**src/rtl/recency_pkg.sv**
```systemverilog
package recency_pkg;
   // Position of the order bit for the pair (lo, hi), lo < hi.
   function automatic int pair_idx(input int lo, input int hi);
      return (hi * (hi - 1)) / 2 + lo;
   endfunction

   function automatic int pair_count(input int ways);
      return (ways * (ways - 1)) / 2;
   endfunction
endpackage

```
**src/rtl/recency_update.sv**
```systemverilog
module recency_update
   import recency_pkg::*;
#(
   parameter int NUM_WAYS = 4,
   localparam int IDX_W   = $clog2(NUM_WAYS),
   localparam int PAIRS   = pair_count(NUM_WAYS)
) (
   input  logic             ref_en,
   input  logic [IDX_W-1:0] ref_bank,
   input  logic [PAIRS-1:0] cur_bits,
   output logic [PAIRS-1:0] nxt_bits
);
   logic ref_ok;

   // Variant: index range guard only when the index space is not full.
   if ((1 << IDX_W) != NUM_WAYS) begin : g_guard
      assign ref_ok = ref_en && (int'(ref_bank) < NUM_WAYS);
   end else begin : g_noguard
      assign ref_ok = ref_en;
   end

   for (genvar hi = 1; hi < NUM_WAYS; hi++) begin : g_hi
      for (genvar lo = 0; lo < hi; lo++) begin : g_lo
         localparam int K = pair_idx(lo, hi);
         logic hit_hi, hit_lo;
         assign hit_hi = ref_ok && (ref_bank == IDX_W'(hi));
         assign hit_lo = ref_ok && (ref_bank == IDX_W'(lo));
         assign nxt_bits[K] = hit_hi ? 1'b1 : (hit_lo ? 1'b0 : cur_bits[K]);
      end
   end
endmodule

```
**src/rtl/recency_decode.sv**
```systemverilog
module recency_decode
   import recency_pkg::*;
#(
   parameter int NUM_WAYS = 4,
   localparam int IDX_W   = $clog2(NUM_WAYS),
   localparam int PAIRS   = pair_count(NUM_WAYS)
) (
   input  logic             clk,
   input  logic             rst,
   input  logic [PAIRS-1:0] bits,
   output logic [IDX_W-1:0] oldest,
   output logic [IDX_W-1:0] newest,
   output logic             bad
);
   logic [IDX_W-1:0]    wins [NUM_WAYS];
   logic [NUM_WAYS-1:0] rank_seen;

   // Number of banks each bank is recorded as newer than.
   always_comb begin
      for (int b = 0; b < NUM_WAYS; b++) wins[b] = '0;
      for (int hi = 1; hi < NUM_WAYS; hi++) begin
         for (int lo = 0; lo < hi; lo++) begin
            if (bits[pair_idx(lo, hi)]) wins[hi] = wins[hi] + IDX_W'(1);
            else                        wins[lo] = wins[lo] + IDX_W'(1);
         end
      end
   end

   // A consistent order gives every bank a distinct rank.
   always_comb begin
      rank_seen = '0;
      for (int b = 0; b < NUM_WAYS; b++) rank_seen[wins[b]] = 1'b1;
   end
   assign bad = ~&rank_seen;

   always_comb begin
      oldest = '0;
      newest = '0;
      for (int b = NUM_WAYS - 1; b >= 0; b--) begin
         if (wins[b] == '0) oldest = IDX_W'(b);
         if (wins[b] == IDX_W'(NUM_WAYS - 1)) newest = IDX_W'(b);
      end
   end

   // in a consistent order the oldest and newest banks differ.
   p_oldest_not_newest_r5: assert property (@(posedge clk) disable iff (rst)
      !bad |-> (oldest != newest));
endmodule

```
**src/rtl/recency_matrix_lru.sv**
```systemverilog
module recency_matrix_lru
   import recency_pkg::*;
#(
   parameter int NUM_WAYS = 4,
   localparam int IDX_W   = $clog2(NUM_WAYS),
   localparam int PAIRS   = pair_count(NUM_WAYS)
) (
   input  logic             clk,
   input  logic             rst,
   input  logic             ref_en,
   input  logic [IDX_W-1:0] ref_bank,
   output logic [IDX_W-1:0] lru_bank,
   output logic [PAIRS-1:0] order_bits,
   output logic             order_illegal
);
   if (NUM_WAYS < 2 || NUM_WAYS > 16) begin : g_bad_ways
      $error("recency_matrix_lru: NUM_WAYS must lie in 2..16");
   end

   logic [PAIRS-1:0] state_q, state_d;
   logic [IDX_W-1:0] mru_bank;

   recency_update #(.NUM_WAYS(NUM_WAYS)) u_update (
      .ref_en   (ref_en),
      .ref_bank (ref_bank),
      .cur_bits (state_q),
      .nxt_bits (state_d)
   );

   always_ff @(posedge clk) begin
      if (rst) state_q <= '1;
      else     state_q <= state_d;
   end

   recency_decode #(.NUM_WAYS(NUM_WAYS)) u_decode (
      .clk    (clk),
      .rst    (rst),
      .bits   (state_q),
      .oldest (lru_bank),
      .newest (mru_bank),
      .bad    (order_illegal)
   );

   assign order_bits = state_q;

   p_reset_ones_r2: assert property (@(posedge clk) disable iff (rst)
      $past(rst) |-> (&order_bits));
   p_idle_hold_r4: assert property (@(posedge clk) disable iff (rst)
      !ref_en |=> $stable(order_bits));
   p_mru_reref_r6: assert property (@(posedge clk) disable iff (rst)
      (ref_en && ref_bank == mru_bank) |=> $stable(order_bits));
   p_ref_is_newest_r8: assert property (@(posedge clk) disable iff (rst)
      (ref_en && int'(ref_bank) < NUM_WAYS) |=> (mru_bank == $past(ref_bank)));
   p_always_legal_r7: assert property (@(posedge clk) disable iff (rst)
      !order_illegal);
endmodule

```
**config.mk**
```make
export PLATFORM = sky130hd
export DESIGN_NAME = recency_matrix_lru
export DESIGN_NICKNAME = d
export VERILOG_FILES = /design/src/rtl/recency_pkg.sv /design/src/rtl/recency_update.sv /design/src/rtl/recency_decode.sv /design/src/rtl/recency_matrix_lru.sv
export SDC_FILE = /design/constraint.sdc
export NUM_CORES = 1
export LEC_CHECK = 0
export ABC_AREA = 1
export BUFFER_PORTS_ARGS = -buffer_cell sky130_fd_sc_hd__buf_2
export CORE_MARGIN = 4
export CORE_UTILIZATION = 53
export CTS_CLUSTER_DIAMETER = 120
export DETAILED_ROUTE_END_ITERATION = 12
export PLACE_DENSITY_LB_ADDON = 0.1
export SLEW_MARGIN = 20
export SYNTH_ARGS = -nofsm -noshare
export SYNTH_HDL_FRONTEND = slang
export SYNTH_SLANG_ARGS = --single-unit
```
**constraint.sdc**
```tcl
create_clock -name clk -period 1.72 [get_ports clk]
set_input_delay 0.086 -clock clk [delete_from_list [all_inputs] [get_ports clk]]
set_output_delay 0.086 -clock clk [all_outputs]
set_load 0.02 [all_outputs]
```
After elaboration in Yosys (flattened, before gate mapping)
Cells that the tools add are included.

word-level totals
  bits in registers = 6
  input port bits = 5
  output and inout bits = 9
  word-level logic and storage cells = 70

cells by class
  add/sub/neg operators = 8
  magnitude comparators = 8
  equal/unequal tests = 3
  mux-type cells = 24
  bitwise logic cells = 3
  reductions and logical operators = 18

operators by type and width
  operator                                                                       count
  2-bit 2-to-1 mux                                                               12
  2-bit by 3-bit less-than comparator with 1-bit output (second input constant)  4
  4-bit bitwise OR                                                               3
  2-bit logical NOT                                                              5
  1-bit by 1-bit adder with 2-bit output (second input constant)                 4
  2-bit by 1-bit adder with 2-bit output (second input constant)                 4
  1-bit demux with 2-bit select                                                  4
  2-bit by 1-bit >= comparator with 1-bit output (second input constant)         4
  1-bit logical AND                                                              8
  1-bit 2-to-1 mux                                                               8
  2-bit OR reduction                                                             3
  2-bit == test (second input constant)                                          2
  4-bit AND reduction                                                            1
  2-bit by 1-bit == test with 1-bit output (second input constant)               1
  1-bit logical NOT                                                              1

Logic depth before layout (Yosys ltp)
Gate-level depths: netlist of run 1.

  depth after elaboration = 14
  gate-level depth with buffers = 10
  depth with buffers taken out = 10

By module
From an unflattened synthesis of run 1, not the netlist that was laid out.

unflattened totals
  cells, all modules = 154
  area total of the unflattened synthesis = 877.1 um2

by module, submodules not included
  module              instances  cells each  area each (um2)  seq. area each (um2)
  recency_decode      1          108         603.1            0.0
  recency_matrix_lru  1          19          168.9            120.1
  recency_update      1          27          105.1            0.0

Least setup slack after synthesis of run 1
Ideal clock, no wire load.

  path kind = register to output
  start = register state_q[2], in the netlist order_bits[2]
  end = output port lru_bank[0]
  data arrival time = 1623 ps
  required time = 1634 ps
  setup slack = 11 ps
  stages on the path, launching flop included = 9
  buffers on the path = 0
  cell sequence = dfxtp_1 -> inv_1 -> ha_1 -> inv_1 -> nand2_1 -> nand2_1 -> nand2_1 -> nand3_1 -> a21boi_1

on the way
  longest elaborated chain between the ends = 7
  elaborated cells between the ends (all ways) = 11
  classes of those cells = 2 x add/sub; 7 x mux; 2 x reduce/logical

ends and longest elaborated chain
  item                                    RTL line                  RTL
  from (decl)                             recency_matrix_lru.sv:20  logic [PAIRS-1:0] state_q, state_d;
  from (signal assigned)                  recency_matrix_lru.sv:32  else state_q <= state_d;
  2-bit 2-to-1 mux                        recency_decode.sv:23      if (bits[pair_idx(lo, hi)]) wins[hi] = wins[hi] + IDX_W'(1);
  2-bit by 1-bit adder with 2-bit output  recency_decode.sv:24      else wins[lo] = wins[lo] + IDX_W'(1);
  2-bit 2-to-1 mux                        recency_decode.sv:23
  2-bit logical NOT                       recency_decode.sv:40      if (wins[b] == '0) oldest = IDX_W'(b);
  2-bit 2-to-1 mux                        recency_decode.sv:40
  2-bit 2-to-1 mux (*) (2 in a row)       recency_decode.sv:40
  to (decl)                               recency_matrix_lru.sv:12  output logic [IDX_W-1:0] lru_bank,

Every way passes the cells marked *; elsewhere a longest branch is shown, timed or not.

Final worst setup path of run 1
  start = register state_q[3], in the netlist order_bits[3]
  end = output port order_illegal

on the way
  longest elaborated chain between the ends = 12
  elaborated cells between the ends (all ways) = 21
  classes of those cells = 2 x add/sub; 4 x order compare; 8 x mux; 3 x bitwise; 4 x reduce/logical

ends and longest elaborated chain
  item                                                                                                                                                  RTL line                  RTL
  1-bit 2-to-1 mux                                                                                                                                      recency_decode.sv:23
  1-bit by 1-bit adder with 2-bit output                                                                                                                recency_decode.sv:23
  2-bit 2-to-1 mux                                                                                                                                      recency_decode.sv:23
  2-bit by 1-bit adder with 2-bit output                                                                                                                recency_decode.sv:23
  2-bit 2-to-1 mux                                                                                                                                      recency_decode.sv:23
  2-bit by 3-bit less-than comparator with 1-bit output (not written as such) / 2-bit by 1-bit >= comparator with 1-bit output (equally long branches)  recency_decode.sv:32      for (int b = 0; b < NUM_WAYS; b++) rank_seen[wins[b]] = 1'b1;
  1-bit logical AND (not written as such)                                                                                                               recency_decode.sv:32
  1-bit 2-to-1 mux (not written as such)                                                                                                                recency_decode.sv:32
  1-bit demux with 2-bit select                                                                                                                         --
  4-bit bitwise OR (no line) (*)                                                                                                                        --
  4-bit AND reduction (*)                                                                                                                               recency_decode.sv:34      assign bad = ~&rank_seen;
  1-bit logical NOT (*)                                                                                                                                 recency_decode.sv:34
  to (decl)                                                                                                                                             recency_matrix_lru.sv:14  output logic order_illegal

Marked as above.

==> run summary, run 1 <==
Outcome - completed
Number of remaining DRC errors - 0
Max Clock Freq - 0.587 GHz
Diodes inserted - 0
Worst setup path category - flip-flop to primary output
Clock Tree Buf Depth - 2
Die height - 45.4 µm
Clock Skew - 0 ps
Clk Latency, worst-skew pair - 230 ps
DR vias - 814
Power Density - 532 nW/µm²
Setup-failing EPs final - 0
Cts bufs inserted - 3
Post-route ant nets - 0
Period utilization - 0.991
Hold-fix buffers, CTS - 0
DR iter-0 viols - 17
Antenna violations before repair - 0
Fin. max-slew vios - 0
Die W - 45.4 µm
All-Layer GR Usage - 0.196
CTS tree - done
Post-Syn Nets - 144
Cell taking the most area after synthesis - nand2_1
Worst Path Required - 1630 ps
Slowest stage cell, crit path - dfxtp_2
Max_cap viols - 0
NumNets Final - 167
Place WS - 156 ps
Iteration count of the initial detailed-routing pass - 4
Worst-Margin Slew - 287 ps
Max-slew headroom - 0.809
Vias in the first global route - 774
Hold Crit Class - input pin to flip-flop
Global-route wire length before repair - 2.97 mm
Final worst path period need - 1700 ps
Per-cell routed wire length - 10.8 µm
Leak Pwr - 0.558 nW
DP HPWL - 1.30 mm
CP Capture Type - primary output
Number of port buffers - 13
Hold WS - 57.1 ps
Share of cells above drive strength 1 - 0.412
H-tree depth - 1
Top cell type's share of synthesized area - 0.305
RSZ-0062 raised after global routing - yes
Slack of the critical path - 15.7 ps
Crit Path Max Fanout - 8
Inst Count DP - 159
Cell Chain, Critical Path - buf_4, ha_2, o21ai_4, nand2_1, nand2_1, nor2_2, nor2_1, nand2_1, buf_6
Root buf cell - clkbuf_4
Post-Syn Area - 739 µm²
Setup TNS - 0 ps
Sink Count - 6
Die ar. - 2060 µm²
Final Routed Wirelength - 1.75 mm
Worst VDD drop - 0.000548 V
Final Hold Viols - 0
Largest net degree at the start of global routing - 12
Synth area leaders - nand2_1 (30%), ha_1 (20%), dfxtp_1 (16%), inv_1 (7.6%), nand2_2 (5.1%)
Total gr overflow - 0
Initial Util - 0.568
Core area - 1300 µm²
Synth Warn # - 0
I/O pin count - 14
Final std cells w/o fill - 163
Routability Congestion - 0.800
Most frequent CP cell - nand2_1
# rows - 13
Mapped Cells - 127
Worst EP arrival - 1620 ps
Crit path launch type - flip-flop
Synth unique cells - 17
Sequential share of the synthesized area - 0.162
Mean Syn Cell Area - 5.82 µm²
FF+latch count, synth - 6
Worst-path clk slew - 40 ps
CP peak stage delay - 310 ps
Largest register FFs - 6
Syn-to-layout area delta - 37.9%
Routed vias/inst - 4.99
cell usage in the layout, fill, tap and decap left out, types with 4 or more instances in the layout:
cell and instances:
nand2_1 53, nand2_2 12, buf_2 11, inv_1 10, nor2_1 6, ha_1 6, dfxtp_2 5, buf_4 5
inv_4 4, o21ai_0 4, ha_4 4
metrics by stage:
stage	utilization	total power [mW]	area, µm²
floorplan	-	0.314	739
global placement	0.653	0.363	850
detailed placement	0.653	0.367	850
CTS	0.734	0.517	955
global route	0.784	0.594	1020
finish	0.784	0.543	1020
cells in the mapped netlist, drive strengths merged:
cell type / instances
buf: 1
a21oi: 3
inv: 18
nand3: 1
o21bai: 1
dfxtp: 6
a21boi: 1
nor2: 9
nand2: 66
o21ai: 9
ha: 12
layout make-up:
| type | instances | area [µm²] |
|---|---|---|
| Sequential cell | 6 | 130 |
| Inverter | 18 | 82.6 |
| Tap cell | 15 | 18.8 |
| Fill cell | 99 | 282 |
| Timing Repair Buffer | 19 | 135 |
| Multi-Input combinational cell | 102 | 631 |
| Clock buffer | 3 | 22.5 |
power breakdown:
part	total [mW]	switching [mW]	leakage, nW	internal, mW
Combinational	0.263	0.154	0.497	0.109
Sequential	0.160	0.0124	0.0473	0.148
Clock	0.120	0.0419	0.0138	0.0783
Total	0.543	0.208	0.558	0.335
logic make-up (layout without fill, tap and decap cells):
group / Yosys count / count (layout) / synth area share
AOI/OAI and AO/OA: 14 / 14 / 0.107
adders and majority gates: 12 / 12 / 0.203
and+or+nand+nor: 76 / 76 / 0.415
DFF: 6 / 6 / 0.162
buffers and inverters: 19 / 40 / 0.113
metal layers:
metal | vias to the layer above | share of wire | track usage
li1 | 433 | - | -
met1 | 357 | 0.40 | 0.210
met2 | 22 | 0.53 | 0.364
met3 | 2 | 0.055 | 0.0398
met4 | 0 | 0.011 | 0.0819
met5 | - | 0 | 0
what timing repair did:
action	in CTS	in global routing
pin swaps	1	8
endpoints found under the setup margin	3	3
cloned	0	0
buffers inserted	1	0
resized for setup	11	29
worst max-delay path, delay by kind of cell (launching register included):
family | cells | cell delay, ps
buffers and inverters | 2 | 290
AO/OA/AOI/OAI | 1 | 200
AND/OR/NAND/NOR | 5 | 360
flip-flops | 1 | 310
adder cells (fa/ha/maj) | 1 | 220
final timing paths:
kind              slack [ps]  cells past startpoint     startpoint            end
setup / recovery          20                      9  order_bits[3]  order_illegal
hold / removal            60                      3            rst  order_bits[0]
setup reg to reg         910                      2  order_bits[5]  order_bits[5]
hold reg to reg          530                      2  order_bits[4]  order_bits[4]
(Power assumes the default switching activity.)
==> run 2: changes to the inputs <==
--- a/config.mk
+++ b/config.mk
@@ -8,7 +8,7 @@
 export ABC_AREA = 1
 export BUFFER_PORTS_ARGS = -buffer_cell sky130_fd_sc_hd__buf_2
 export CORE_MARGIN = 4
-export CORE_UTILIZATION = 53
+export CORE_UTILIZATION = 38
 export CTS_CLUSTER_DIAMETER = 120
 export DETAILED_ROUTE_END_ITERATION = 12
 export PLACE_DENSITY_LB_ADDON = 0.1
==> constraint.sdc (replaced) <==
create_clock -name clk -period 1.72 [get_ports clk]
set_input_delay 0.258 -clock clk [delete_from_list [all_inputs] [get_ports clk]]
set_output_delay 0.258 -clock clk [all_outputs]
set_load 0.02 [all_outputs]
==> run 2 against run 1 <==
  * The flow now finishes with violations (negative setup slack)
  * Design area is 3.3% higher
  * Non-clock buffer count is 3 higher
  * Sequential share of layout area is 0.53 points lower
==> run summary, run 2 (synthesis results as in run 1) <==
Outcome - complete, but fails checks
Failing checks - negative setup slack
Per-cell routed wire length - 10.8 µm (+0.27%)
Worst-path clk slew - 40 ps (about the same)
Max-slew headroom - 0.888 (+0.0797)
Worst-Margin Slew - 166 ps (-121 ps)
DR vias - 817 (+0.37%)
Worst VDD drop - 0.000489 V (-11%)
Leak Pwr - 0.578 nW (+3.5%)
Iteration count of the initial detailed-routing pass - 4 (unchanged)
Largest register FFs - 6 (unchanged)
Met3 usage - 0.0516 (+0.0117)
Share of cells above drive strength 1 - 0.430 (+0.0183)
Fin. max-slew vios - 0 (unchanged)
Crit path launch type - flip-flop
Final Hold Viols - 0 (unchanged)
Final Power - 558 µW (+2.8%)
Clock Skew - 0 ps (unchanged)
Placed inst area - 891 µm² (+4.9%)
Sink Count - 6 (unchanged)
Routed vias/inst - 4.64 (-7.0%)
Antenna violations before repair - 0 (unchanged)
Final Routed Wirelength - 1.90 mm (+8.3%)
Power Density - 530 nW/µm² (-0.49%)
Die W - 52.1 µm (+15%)
Root buf cell - clkbuf_4
Fillcell total - 184 (+86%)
# rows - 15 (+2)
Vias in the first global route - 768 (-0.78%)
Die ar. - 2720 µm² (+32%)
Post-route ant nets - 0 (unchanged)
Largest net degree at the start of global routing - 12 (unchanged)
Die height - 52.1 µm (+15%)
Initial Util - 0.415 (-0.154)
Worst EP arrival - 1600 ps (-20 ps)
Sequential Power Share - 0.272 (-0.023)
Routability Congestion - 0.748 (-6.4%)
Leading cell type in the layout, fill and taps excluded - nand2_1
Period utilization - 1.08 (+0.0877)
Number of remaining DRC errors - 0 (unchanged)
Grt met2 use - 0.280 (-0.0841)
Clock Tree Buf Depth - 2 (unchanged)
CTS tree - done
Finished Cell Area - 1050 µm² (+3.3%)
RSZ-0062 raised after global routing - yes
Global-route wire length before repair - 3.26 mm (+9.8%)
DP HPWL - 1.43 mm (+9.9%)
Final worst path period need - 1860 ps (+151 ps)
Hold Crit Class - input pin to flip-flop
Total gr overflow - 0 (unchanged)
Switching power - 220 µW (+5.6%)
Switching portion of total power - 0.394 (+0.0102)
Number of port buffers - 13 (unchanged)
Most frequent cells in the layout - nand2_1 (54), nand2_2 (12), inv_1 (10), buf_2 (10), buf_4 (9)
H-tree depth - 1 (unchanged)
NumNets Final - 170 (+1.8%)
I/O pin count - 14 (unchanged)
Core area - 1780 µm² (+37%)
Setup-failing EPs final - 3 (+3)
Met1 layer usage reported by global route - 0.187 (-0.0222)
Slack of the critical path - -135 ps (-151 ps)
DR iter-0 viols - 4 (-13)
Combinational power share - 0.492 (+0.008)
Register area - 129 µm² (-0.96%)
Max Clock Freq - 0.539 GHz (-8.1%)
All-Layer GR Usage - 0.161 (-0.0351)
CP Capture Type - primary output
Clock power frac - 0.236 (+0.015)
Worst setup path category - flip-flop to primary output
Crit Path Max Fanout - 5 (-3)
Cts bufs inserted - 3 (unchanged)
Worst Path Required - 1460 ps (-170 ps)
Grt peak-use layer - met2
Syn-to-layout area delta - 42.5%
Multi-input logic area - 644 µm² (+2.2%)
Clk Latency, worst-skew pair - 240 ps (about the same)
Max_cap viols - 0 (unchanged)
P_int - 338 µW (+1.1%)
Diodes inserted - 0 (unchanged)
-- run 2: final timing paths --
kind                       from             to  slack (ps)  depth (start not counted)
hold reg to reg   order_bits[1]  order_bits[1]         600                          3
setup / recovery  order_bits[2]  order_illegal        -140                         10
setup reg to reg  order_bits[5]  order_bits[5]         920                          3
hold / removal              rst  order_bits[0]         230                          3
-- run 2: worst max-delay path: stages (launching register included) --
cell and delay, ps:
dfxtp_4 340, buf_6 120, ha_4 270, nand2_1 50, nand2_1 80, nand2_1 50, nand2_1 90, nor2_1 50
nor2_1 100, nand2_1 70, buf_6 130
-- run 2: what timing repair did --
item / CTS / global route
pin swaps: 12 / 9
hold buffers: 0 / 0
resized for setup: 21 / 13
setup endpoints to repair: 3 / 3
gates cloned: 0 / 0
setup buffers: 2 / 0
-- run 2: power groups by stage --
| stage | sequential (mW) | combinational, mW | clock [mW] |
|---|---|---|---|
| global route | 0.152 | 0.311 | 0.147 |
| global placement | 0.155 | 0.219 | 0 |
| finish | 0.152 | 0.275 | 0.132 |
| floorplan | 0.169 | 0.149 | 0 |
| detailed placement | 0.155 | 0.221 | 0 |
| CTS | 0.151 | 0.259 | 0.140 |
-- run 2: layout make-up --
cell class / count / area share
multi-input cells: 102 / 0.612
repair buffers: 22 / 0.144
flip-flops and latches: 6 / 0.122
inverters: 18 / 0.0713
well taps: 25 / 0.0297
clock buffers: 3 / 0.0214
-- run 2: metrics by stage --
stage	instances	utilization	TNS [ps]	worst slack, ps	hold slack [ps]
after floorplan	127	-	0	27.6	346
after global placement	171	0.500	0	66.3	469
after detailed placement	171	0.500	0	24.9	481
after CTS	176	0.564	-358	-150	222
after global routing	176	0.591	-613	-267	244
final	176	0.591	-288	-135	232
-- run 2: layer usage --
metal / vias to the layer above / wire length, µm
met3: 2 / 67
li1: 434 / -
met2: 12 / 973
met4: 0 / 12
met5: - / 0
met1: 369 / 845
